--- src/rtl/mcs_pkg.sv ---
`timescale 1ns/1ps
package mcs_pkg;
    // master clock periods per data bit
    localparam int unsigned BIT_PERIOD = 4;
    localparam int unsigned PHASE_W    = $clog2(BIT_PERIOD);
    // rising edge within a bit slot where the data bit is taken
    localparam logic [PHASE_W-1:0] SAMPLE_PHASE = PHASE_W'(2);

    typedef enum logic [1:0] {
        SG_IDLE  = 2'd0,
        SG_ARMED = 2'd1,
        SG_PULSE = 2'd2
    } sg_state_e;
endpackage

--- src/rtl/mcs_clkdiv.sv ---
`timescale 1ns/1ps
module mcs_clkdiv #(
    parameter int unsigned HALF_DIV = 8
) (
    input  logic clk,
    input  logic rst_n,
    input  logic en,
    output logic mclk_o,
    output logic rise_o
);
    localparam int unsigned CNT_W = $clog2(HALF_DIV + 1);
    localparam logic [CNT_W-1:0] CNT_TOP = CNT_W'(HALF_DIV - 1);

    typedef struct packed {
        logic [CNT_W-1:0] cnt;
        logic             level;
    } div_t;

    div_t div_d, div_q;
    logic rise_c;

    always_comb begin
        div_d  = div_q;
        rise_c = 1'b0;
        if (!en) begin
            div_d.cnt   = '0;
            div_d.level = 1'b0;
        end else if (div_q.cnt == CNT_TOP) begin
            div_d.cnt   = '0;
            div_d.level = ~div_q.level;
            rise_c      = ~div_q.level;
        end else begin
            div_d.cnt = div_q.cnt + 1'b1;
        end
    end

    always_ff @(posedge clk or negedge rst_n) begin
        if (!rst_n) begin
            div_q <= '0;
        end else begin
            div_q <= div_d;
        end
    end

    assign mclk_o = div_q.level;
    // high in the cycle whose closing edge drives mclk_o high
    assign rise_o = rise_c;
endmodule

--- src/rtl/mcs_syncgen.sv ---
`timescale 1ns/1ps
module mcs_syncgen
    import mcs_pkg::*;
#(
    parameter int unsigned SYNC_STAGES = 2
) (
    input  logic clk,
    input  logic rst_n,
    input  logic mclk_en,
    input  logic msync_en,
    input  logic sync_in,
    input  logic rise,
    output logic msync_o,
    output logic t0_o,
    output logic realign_o
);
    typedef struct packed {
        logic [SYNC_STAGES:0] sh;
        sg_state_e            st;
        logic                 after_t0;
        logic                 pulse;
    } sg_t;

    sg_t  sg_d, sg_q;
    logic edge_c;
    logic t0_c;

    assign edge_c = sg_q.sh[SYNC_STAGES-1] & ~sg_q.sh[SYNC_STAGES];

    always_comb begin
        sg_d    = sg_q;
        t0_c    = 1'b0;
        sg_d.sh = {sg_q.sh[SYNC_STAGES-1:0], sync_in};
        if (!mclk_en || !msync_en) begin
            sg_d.st       = SG_IDLE;
            sg_d.pulse    = 1'b0;
            sg_d.after_t0 = 1'b0;
        end else begin
            case (sg_q.st)
                SG_IDLE: begin
                    if (edge_c) begin
                        sg_d.st = SG_ARMED;
                    end
                end
                SG_ARMED: begin
                    if (rise) begin
                        sg_d.st       = SG_PULSE;
                        sg_d.pulse    = 1'b1;
                        sg_d.after_t0 = 1'b0;
                    end
                end
                SG_PULSE: begin
                    if (rise) begin
                        if (!sg_q.after_t0) begin
                            t0_c          = 1'b1;
                            sg_d.after_t0 = 1'b1;
                        end else begin
                            sg_d.pulse    = 1'b0;
                            sg_d.after_t0 = 1'b0;
                            sg_d.st       = SG_IDLE;
                        end
                    end
                end
                default: begin
                    sg_d.st    = SG_IDLE;
                    sg_d.pulse = 1'b0;
                end
            endcase
        end
    end

    always_ff @(posedge clk or negedge rst_n) begin
        if (!rst_n) begin
            sg_q    <= '0;
            sg_q.st <= SG_IDLE;
        end else begin
            sg_q <= sg_d;
        end
    end

    assign msync_o   = sg_q.pulse;
    assign t0_o      = t0_c;
    // from arming until t0 the old bit phase is no longer trusted
    assign realign_o = (sg_q.st == SG_ARMED) ||
                       ((sg_q.st == SG_PULSE) && !sg_q.after_t0);
endmodule

--- src/rtl/mcs_sampler.sv ---
`timescale 1ns/1ps
module mcs_sampler
    import mcs_pkg::*;
(
    input  logic clk,
    input  logic rst_n,
    input  logic mclk_en,
    input  logic rise,
    input  logic t0,
    input  logic realign,
    input  logic mdata_in,
    input  logic mflag_in,
    input  logic word_strobe,
    output logic bit_o,
    output logic bit_valid_o,
    output logic err_status_o
);
    typedef struct packed {
        logic [PHASE_W-1:0] phase;
        logic               aligned;
        logic               dbit;
        logic               valid;
        logic               err;
        logic               status;
    } smp_t;

    smp_t smp_d, smp_q;

    always_comb begin
        smp_d       = smp_q;
        smp_d.valid = 1'b0;
        if (!mclk_en) begin
            smp_d.phase   = '0;
            smp_d.aligned = 1'b0;
        end else if (t0) begin
            smp_d.phase   = '0;
            smp_d.aligned = 1'b1;
        end else if (rise && smp_q.aligned && !realign) begin
            smp_d.phase = smp_q.phase + 1'b1;
            if (smp_d.phase == SAMPLE_PHASE) begin
                smp_d.dbit  = mdata_in;
                smp_d.valid = 1'b1;
            end
        end

        if (word_strobe) begin
            smp_d.status = smp_q.err | mflag_in;
            smp_d.err    = 1'b0;
        end else begin
            smp_d.err = smp_q.err | mflag_in;
        end
    end

    always_ff @(posedge clk or negedge rst_n) begin
        if (!rst_n) begin
            smp_q <= '0;
        end else begin
            smp_q <= smp_d;
        end
    end

    assign bit_o        = smp_q.dbit;
    assign bit_valid_o  = smp_q.valid;
    assign err_status_o = smp_q.status;
endmodule

--- src/rtl/mcs_ctrl.sv ---
`timescale 1ns/1ps
module mcs_ctrl #(
    parameter int unsigned HALF_DIV    = 8,
    parameter int unsigned SYNC_STAGES = 2
) (
    input  logic clk,
    input  logic rst_n,
    input  logic cfg_mclk_en,
    input  logic cfg_msync_en,
    input  logic sync_in,
    input  logic mdata_in,
    input  logic mflag_in,
    input  logic word_strobe,
    output logic mclk_o,
    output logic msync_o,
    output logic bit_o,
    output logic bit_valid_o,
    output logic err_status_o
);
    logic rise_w;
    logic t0_w;
    logic realign_w;

    mcs_clkdiv #(.HALF_DIV(HALF_DIV)) clkdiv_i (
        .clk    (clk),
        .rst_n  (rst_n),
        .en     (cfg_mclk_en),
        .mclk_o (mclk_o),
        .rise_o (rise_w)
    );

    mcs_syncgen #(.SYNC_STAGES(SYNC_STAGES)) syncgen_i (
        .clk       (clk),
        .rst_n     (rst_n),
        .mclk_en   (cfg_mclk_en),
        .msync_en  (cfg_msync_en),
        .sync_in   (sync_in),
        .rise      (rise_w),
        .msync_o   (msync_o),
        .t0_o      (t0_w),
        .realign_o (realign_w)
    );

    mcs_sampler sampler_i (
        .clk          (clk),
        .rst_n        (rst_n),
        .mclk_en      (cfg_mclk_en),
        .rise         (rise_w),
        .t0           (t0_w),
        .realign      (realign_w),
        .mdata_in     (mdata_in),
        .mflag_in     (mflag_in),
        .word_strobe  (word_strobe),
        .bit_o        (bit_o),
        .bit_valid_o  (bit_valid_o),
        .err_status_o (err_status_o)
    );
endmodule

--- config.mk ---
export PLATFORM = sky130hd
export DESIGN_NAME = mcs_ctrl
export DESIGN_NICKNAME = d
export VERILOG_FILES = /design/src/rtl/mcs_pkg.sv /design/src/rtl/mcs_clkdiv.sv /design/src/rtl/mcs_syncgen.sv /design/src/rtl/mcs_sampler.sv /design/src/rtl/mcs_ctrl.sv
export SDC_FILE = /design/constraint.sdc
export NUM_CORES = 1
export LEC_CHECK = 0
export BUFFER_PORTS_ARGS = -buffer_cell sky130_fd_sc_hd__buf_4
export CORE_MARGIN = 3
export CORE_UTILIZATION = 54
export DETAILED_ROUTE_END_ITERATION = 7
export PLACE_DENSITY = 0.77
export SLEW_MARGIN = 30
export SYNTH_ARGS = -nofsm -noshare
export SYNTH_HDL_FRONTEND = slang
export SYNTH_SLANG_ARGS = --single-unit
--- constraint.sdc ---
create_clock -name clk -period 1.8 [get_ports clk]
set_input_delay 0.18 -clock clk [delete_from_list [all_inputs] [get_ports clk]]
set_output_delay 0.18 -clock clk [all_outputs]
set_load 0.1 [all_outputs]
# After elaboration in Yosys (flattened, before gate mapping)

Index checks and enable logic that the tools add are counted.

Output and inout bits: 5
Logic and storage cells: 73
Input bits: 8
Bits in registers: 19

Bitwise operators: 5
Reductions and logical operators: 15
Multiplexer cells: 27
Equal/unequal tests: 12
$add $sub $neg: 2

Operator list:

| kind                | count |
|---|---|
| $mux 4              | 4 |
| $ne 3x1->1 const B  | 5 |
| $mux 1              | 14 |
| $reduce_and 4->1    | 3 |
| $mux 2              | 4 |
| $ne 2x1->1 const B  | 3 |
| $pmux 2 s3          | 1 |
| $mux 5              | 1 |
| $add 4x1->4 const B | 1 |
| $eq 2x2->1 const B  | 2 |
| $eq 4x3->1 const B  | 1 |
| $logic_not 1->1     | 4 |
| $logic_and 1x1->1   | 3 |
| $mux 3              | 1 |
| $not 1->1           | 3 |
| $pmux 1 s3          | 1 |
| $reduce_and 3->1    | 1 |
| $reduce_bool 3->1   | 1 |
| $add 2x1->2 const B | 1 |
| $eq 2x1->1 const B  | 1 |
| $logic_not 2->1     | 1 |
| $logic_or 1x1->1    | 2 |
| $pmux 1 s2          | 1 |
| $and 1x1->1         | 1 |
| $or 1x1->1          | 1 |

# Longest topological paths before layout

Depth after elaboration: 8
Depth in mapped cells: 6
Gate-level depth less buffers: 6

# By module

Synthesis repeated with hierarchy kept, for this count alone.

Cell total of the unflattened synthesis: 69
Area, all modules: 829.5 sq um

Modules (own cells, without submodules):

| module      | instances | area each (sq um) | cells each |
|---|---|---|---|
| mcs_syncgen | 1         | 314.1             | 28 |
| mcs_sampler | 1         | 284.0             | 22 |
| mcs_clkdiv  | 1         | 231.5             | 19 |

# Worst setup path after synthesis

Ideal clock, no wire load.

Path type: flip-flop to flip-flop
Start: register clkdiv_i.div_q, in the netlist clkdiv_i.mclk_o
End: register sampler_i.smp_q, in the netlist sampler_i.bit_o
Data required time: 1,674 ps
Path slack: -228 ps
Stages on the path, launching flop included: 5
Path buffers: 0
Arrival: 1,902 ps
Path through: dfrtp_1 nand2b_1 nor4_4 and2_4 mux2_4

Longest elaborated chain between the ends: 8
Elaborated cells between the ends (all ways): 10
Those cells by class: mux: 5; bitwise: 2; reduce/logical: 3

RTL lines:

| what                           | RTL line          | text |
|---|---|---|
| start, declared                | mcs_clkdiv.sv:19  | `div_t div_d, div_q;` |
| start signal, assigned         | mcs_clkdiv.sv:41  | `div_q <= div_d;` |
| $not 1->1 (*)                  | mcs_clkdiv.sv:31  | `rise_c = ~div_q.level;` |
| $mux 1 (*)                     | mcs_clkdiv.sv:28  | `end else if (div_q.cnt == CNT_TOP) begin` |
| $mux 1 (*)                     | mcs_clkdiv.sv:25  | `if (!en) begin` |
| $mux 1                         | mcs_syncgen.sv:53 | `if (rise) begin` |
| $mux 1                         | mcs_syncgen.sv:39 | `case (sg_q.st)` |
| $mux 1                         | mcs_syncgen.sv:34 | `if (!mclk_en \|\| !msync_en) begin` |
| $not 1->1 (no line)            | --                |  |
| $reduce_and 4->1 (no line) (*) | --                |  |
| end signal, assigned           | mcs_sampler.sv:58 | `smp_q <= smp_d;` |
| end, declared                  | mcs_sampler.sv:27 | `smp_t smp_d, smp_q;` |

Every way passes the cells marked *; elsewhere a longest branch is shown, timed or not.
A chain may end at the register's enable or synchronous reset.

# Final worst setup path

Start: register clkdiv_i.div_q[1] in the netlist's numbering
End: register syncgen_i.sg_q[2] in the netlist's numbering

Longest elaborated chain between the ends: 5
Elaborated cells between the ends (all ways): 6
Those cells by class: eq/ne: 3; mux: 2; reduce/logical: 1

RTL lines:

| what                           | RTL line          | text |
|---|---|---|
| $eq 4x3->1 (*)                 | mcs_clkdiv.sv:28  |  |
| $mux 1 (*)                     | mcs_clkdiv.sv:28  |  |
| $mux 1 (*)                     | mcs_clkdiv.sv:25  |  |
| $ne 3x1->1 (no line)           | --                |  |
| $reduce_and 4->1 (no line) (*) | --                |  |
| end signal, assigned           | mcs_syncgen.sv:77 | `sg_q <= sg_d;` |
| end, declared                  | mcs_syncgen.sv:24 | `sg_t sg_d, sg_q;` |

Marked as above.

==> out/qor.yml <==
critPathLaunchType: "flip-flop"
start_util_pct: 60.63
met3_length_um: 63
cts-root-buf: "clkbuf_4"
antenna_cells: 0
track_usage_pct: 17.76
via_per_inst: 5.431
max_clock_freq_mhz: 578.0
status: "completed"
firstDrtPassIters: 4
grt_pass1_wl_um: 2780
io_buffer_count: 12
die_w_um: 48.08
rows: 14
die_area_mm2: 0.002311
first_global_vias: 628
setup_violations: 0
synthDistinctLibCells: 31
vias: 668
drt-initial-drc-count: 13
crit_path_end_kind: "flip-flop"
hpwl_um: 1294
core_area_mm2: 0.001577
hold_path_class: "in2reg"
die_h_um: 48.08
final_cell_mix: "18 x dfrtp_1, 16 x buf_4, 7 x inv_1, 7 x nand2_1"
netlist_area_um2: 955.9
clock_skew_ps: 9.379
crit_arrival_ps: 1970
numCtsBuffers: 3
routed_wl_um: 1655
rsz0062_at_grt: "true"
synth_edf_count: 0
peakVddDrop_v: 0.0005030
wl_per_cell_um: 13.46
wl_met1_um: 784
grt_max_degree: 20
cp_max_fo: 5
slew_headroom_pct: 79.11
top_layer: "met4"
finalMaxSlewViolations: 0
synthCells: 87
area_growth_pct: 19.11
cp.required_ps: 2040
grt_overflow: 0
whs_ps: 46.22
worst_pin_slew_ps: 312.8
maxCapViolCount: 0
cts_buffer_depth: 2
finalSetupTns_ps: 0
syn_nets: 100
crit_type: "reg2reg"
clk_latency_ps: 300
drc: 0
drive_gt1_share_pct: 25.23
ys_seq_area_share_pct: 49.74
pre_cts_ws_ps: 46.78
cts_tree: "done"
globalplace.congestion: 0.8562
cts_resized: 0
wl_met2_um: 774
ys_async_sr_fraction_pct: 100.0
finalNetCount: 121
htreeDepth: 1
p_leak_nw: 0.5488
min_period_ps: 1730
grt_antenna_before_repair: 0
ios: 13
p_per_area_mw_per_mm2: 655.3
final_hold_viol_count: 0
synth_seq_cells: 19
period_share_pct: 96.12
avgSynthCellArea_um2: 10.99
ys_warn_count: 0
synth-main-ff-cell: "dfrtp_1"
path_clk_slew_ps: 110
layout_commonest_cell: "dfrtp_1"
timing.final.ws_setup_ps: 69.90
finalPower_mw: 0.7462
numClockSinks: 19
postRouteAntennaNets: 0
## critical path: stages (launching register included)
cell,delay (ps)
dfrtp_1,390
ha_1,230
buf_4,150
and3b_2,220
nand2_1,120
a2111oi_2,400
a31o_1,150
## kinds of logic after synthesis
logic type / after synthesis / share of synthesized area, %
AOI/OAI and AO/OA: 15 / 11.13
buffers and inverters: 9 / 3.665
xor gates and xnor gates: 1 / 0.9164
muxes: 3 / 3.665
and+or+nand+nor: 35 / 24.35
DFF: 19 / 49.74
adders and majority gates: 5 / 6.545
## layer usage
metal  GRT usage (%)  up-vias
met5               0        -
met4           11.29        0
met3           2.256        4
met2           25.59       10
met1           24.88      305
li1                -      349
## cell usage after synthesis (2+ instances only)
cell type | number | share of area [%]
dfrtp_1 | 19 | 50
inv_1 | 7 | 2.7
nand2_1 | 7 | 2.7
a21oi_1 | 5 | 2.6
ha_1 | 5 | 6.5
nand3_1 | 5 | 2.6
and2_1 | 4 | 2.6
nand2b_1 | 3 | 2.0
nor2_1 | 3 | 1.2
nor2b_1 | 3 | 2.0
a21boi_0 | 2 | 1.6
a32o_1 | 2 | 2.1
mux2i_1 | 2 | 2.1
nor3_1 | 2 | 1.0
o21ai_1 | 2 | 1.0
## repair_timing
| action | 4_1_cts | 5_1_grt |
|---|---|---|
| endpoints found under the setup margin | 0 | 4 |
| setup buffers | 0 | 1 |
| hold endpoints to repair | 20 | 0 |
| hold buffers | 2 | 0 |
## registers in the layout, summed over array words and instances (netlist names)
| signal | count |
|---|---|
| clkdiv_i.div_q | 4 |
| sampler_i.smp_q | 4 |
| syncgen_i.sg_q | 4 |
| syncgen_i.sg_d | 2 |
| clkdiv_i.mclk_o | 1 |
| sampler_i.bit_o | 1 |
| sampler_i.bit_valid_o | 1 |
| sampler_i.err_status_o | 1 |
| syncgen_i.msync_o | 1 |
## final cells by class
type | instances | area [um2]
Clock inverter | 1 | 5.005
Tap cell | 16 | 20.02
Multi-Input combinational cell | 59 | 445.4
Clock buffer | 3 | 22.52
Timing Repair Buffer | 18 | 140.1
Inverter | 7 | 26.28
Sequential cell | 19 | 479.2
Fill cell | 127 | 437.9
## final timing paths
kind / cells after the start / slack, ps / endpoint / from
max: 6 / 70 / syncgen_i.sg_q[2]$_DFFE_PN0P_ / clkdiv_i.div_q[1]$_DFF_PN0_
max reg2reg: 6 / 70 / syncgen_i.sg_q[2]$_DFFE_PN0P_ / clkdiv_i.div_q[1]$_DFF_PN0_
min: 2 / 50 / sampler_i.smp_q[1]$_DFF_PN0_ / word_strobe
min in group asynchronous: 2 / 280 / clkdiv_i.mclk_o$_DFFE_PN0P_ / rst_n
max in group asynchronous: 2 / 1310 / clkdiv_i.mclk_o$_DFFE_PN0P_ / rst_n
min reg2reg: 0 / 360 / syncgen_i.sg_d[6]$_DFF_PN0_ / syncgen_i.sg_d[5]$_DFF_PN0_
## stage by stage
stage	cells	area (um2)	util [%]
floorplan	87	959.7	-
global placement	116	1084	68.73
detailed placement	116	1084	68.73
CTS	122	1131	71.75
global route	123	1139	72.22
finish	123	1139	72.22
## power breakdown
| group | internal, mW | switching (mW) |
|---|---|---|
| logic | 0.0337 | 0.0530 |
| registers | 0.440 | 0.00873 |
| clock network | 0.0827 | 0.128 |
| total | 0.557 | 0.189 |
No activity file was read; power rests on OpenSTA's default activity.
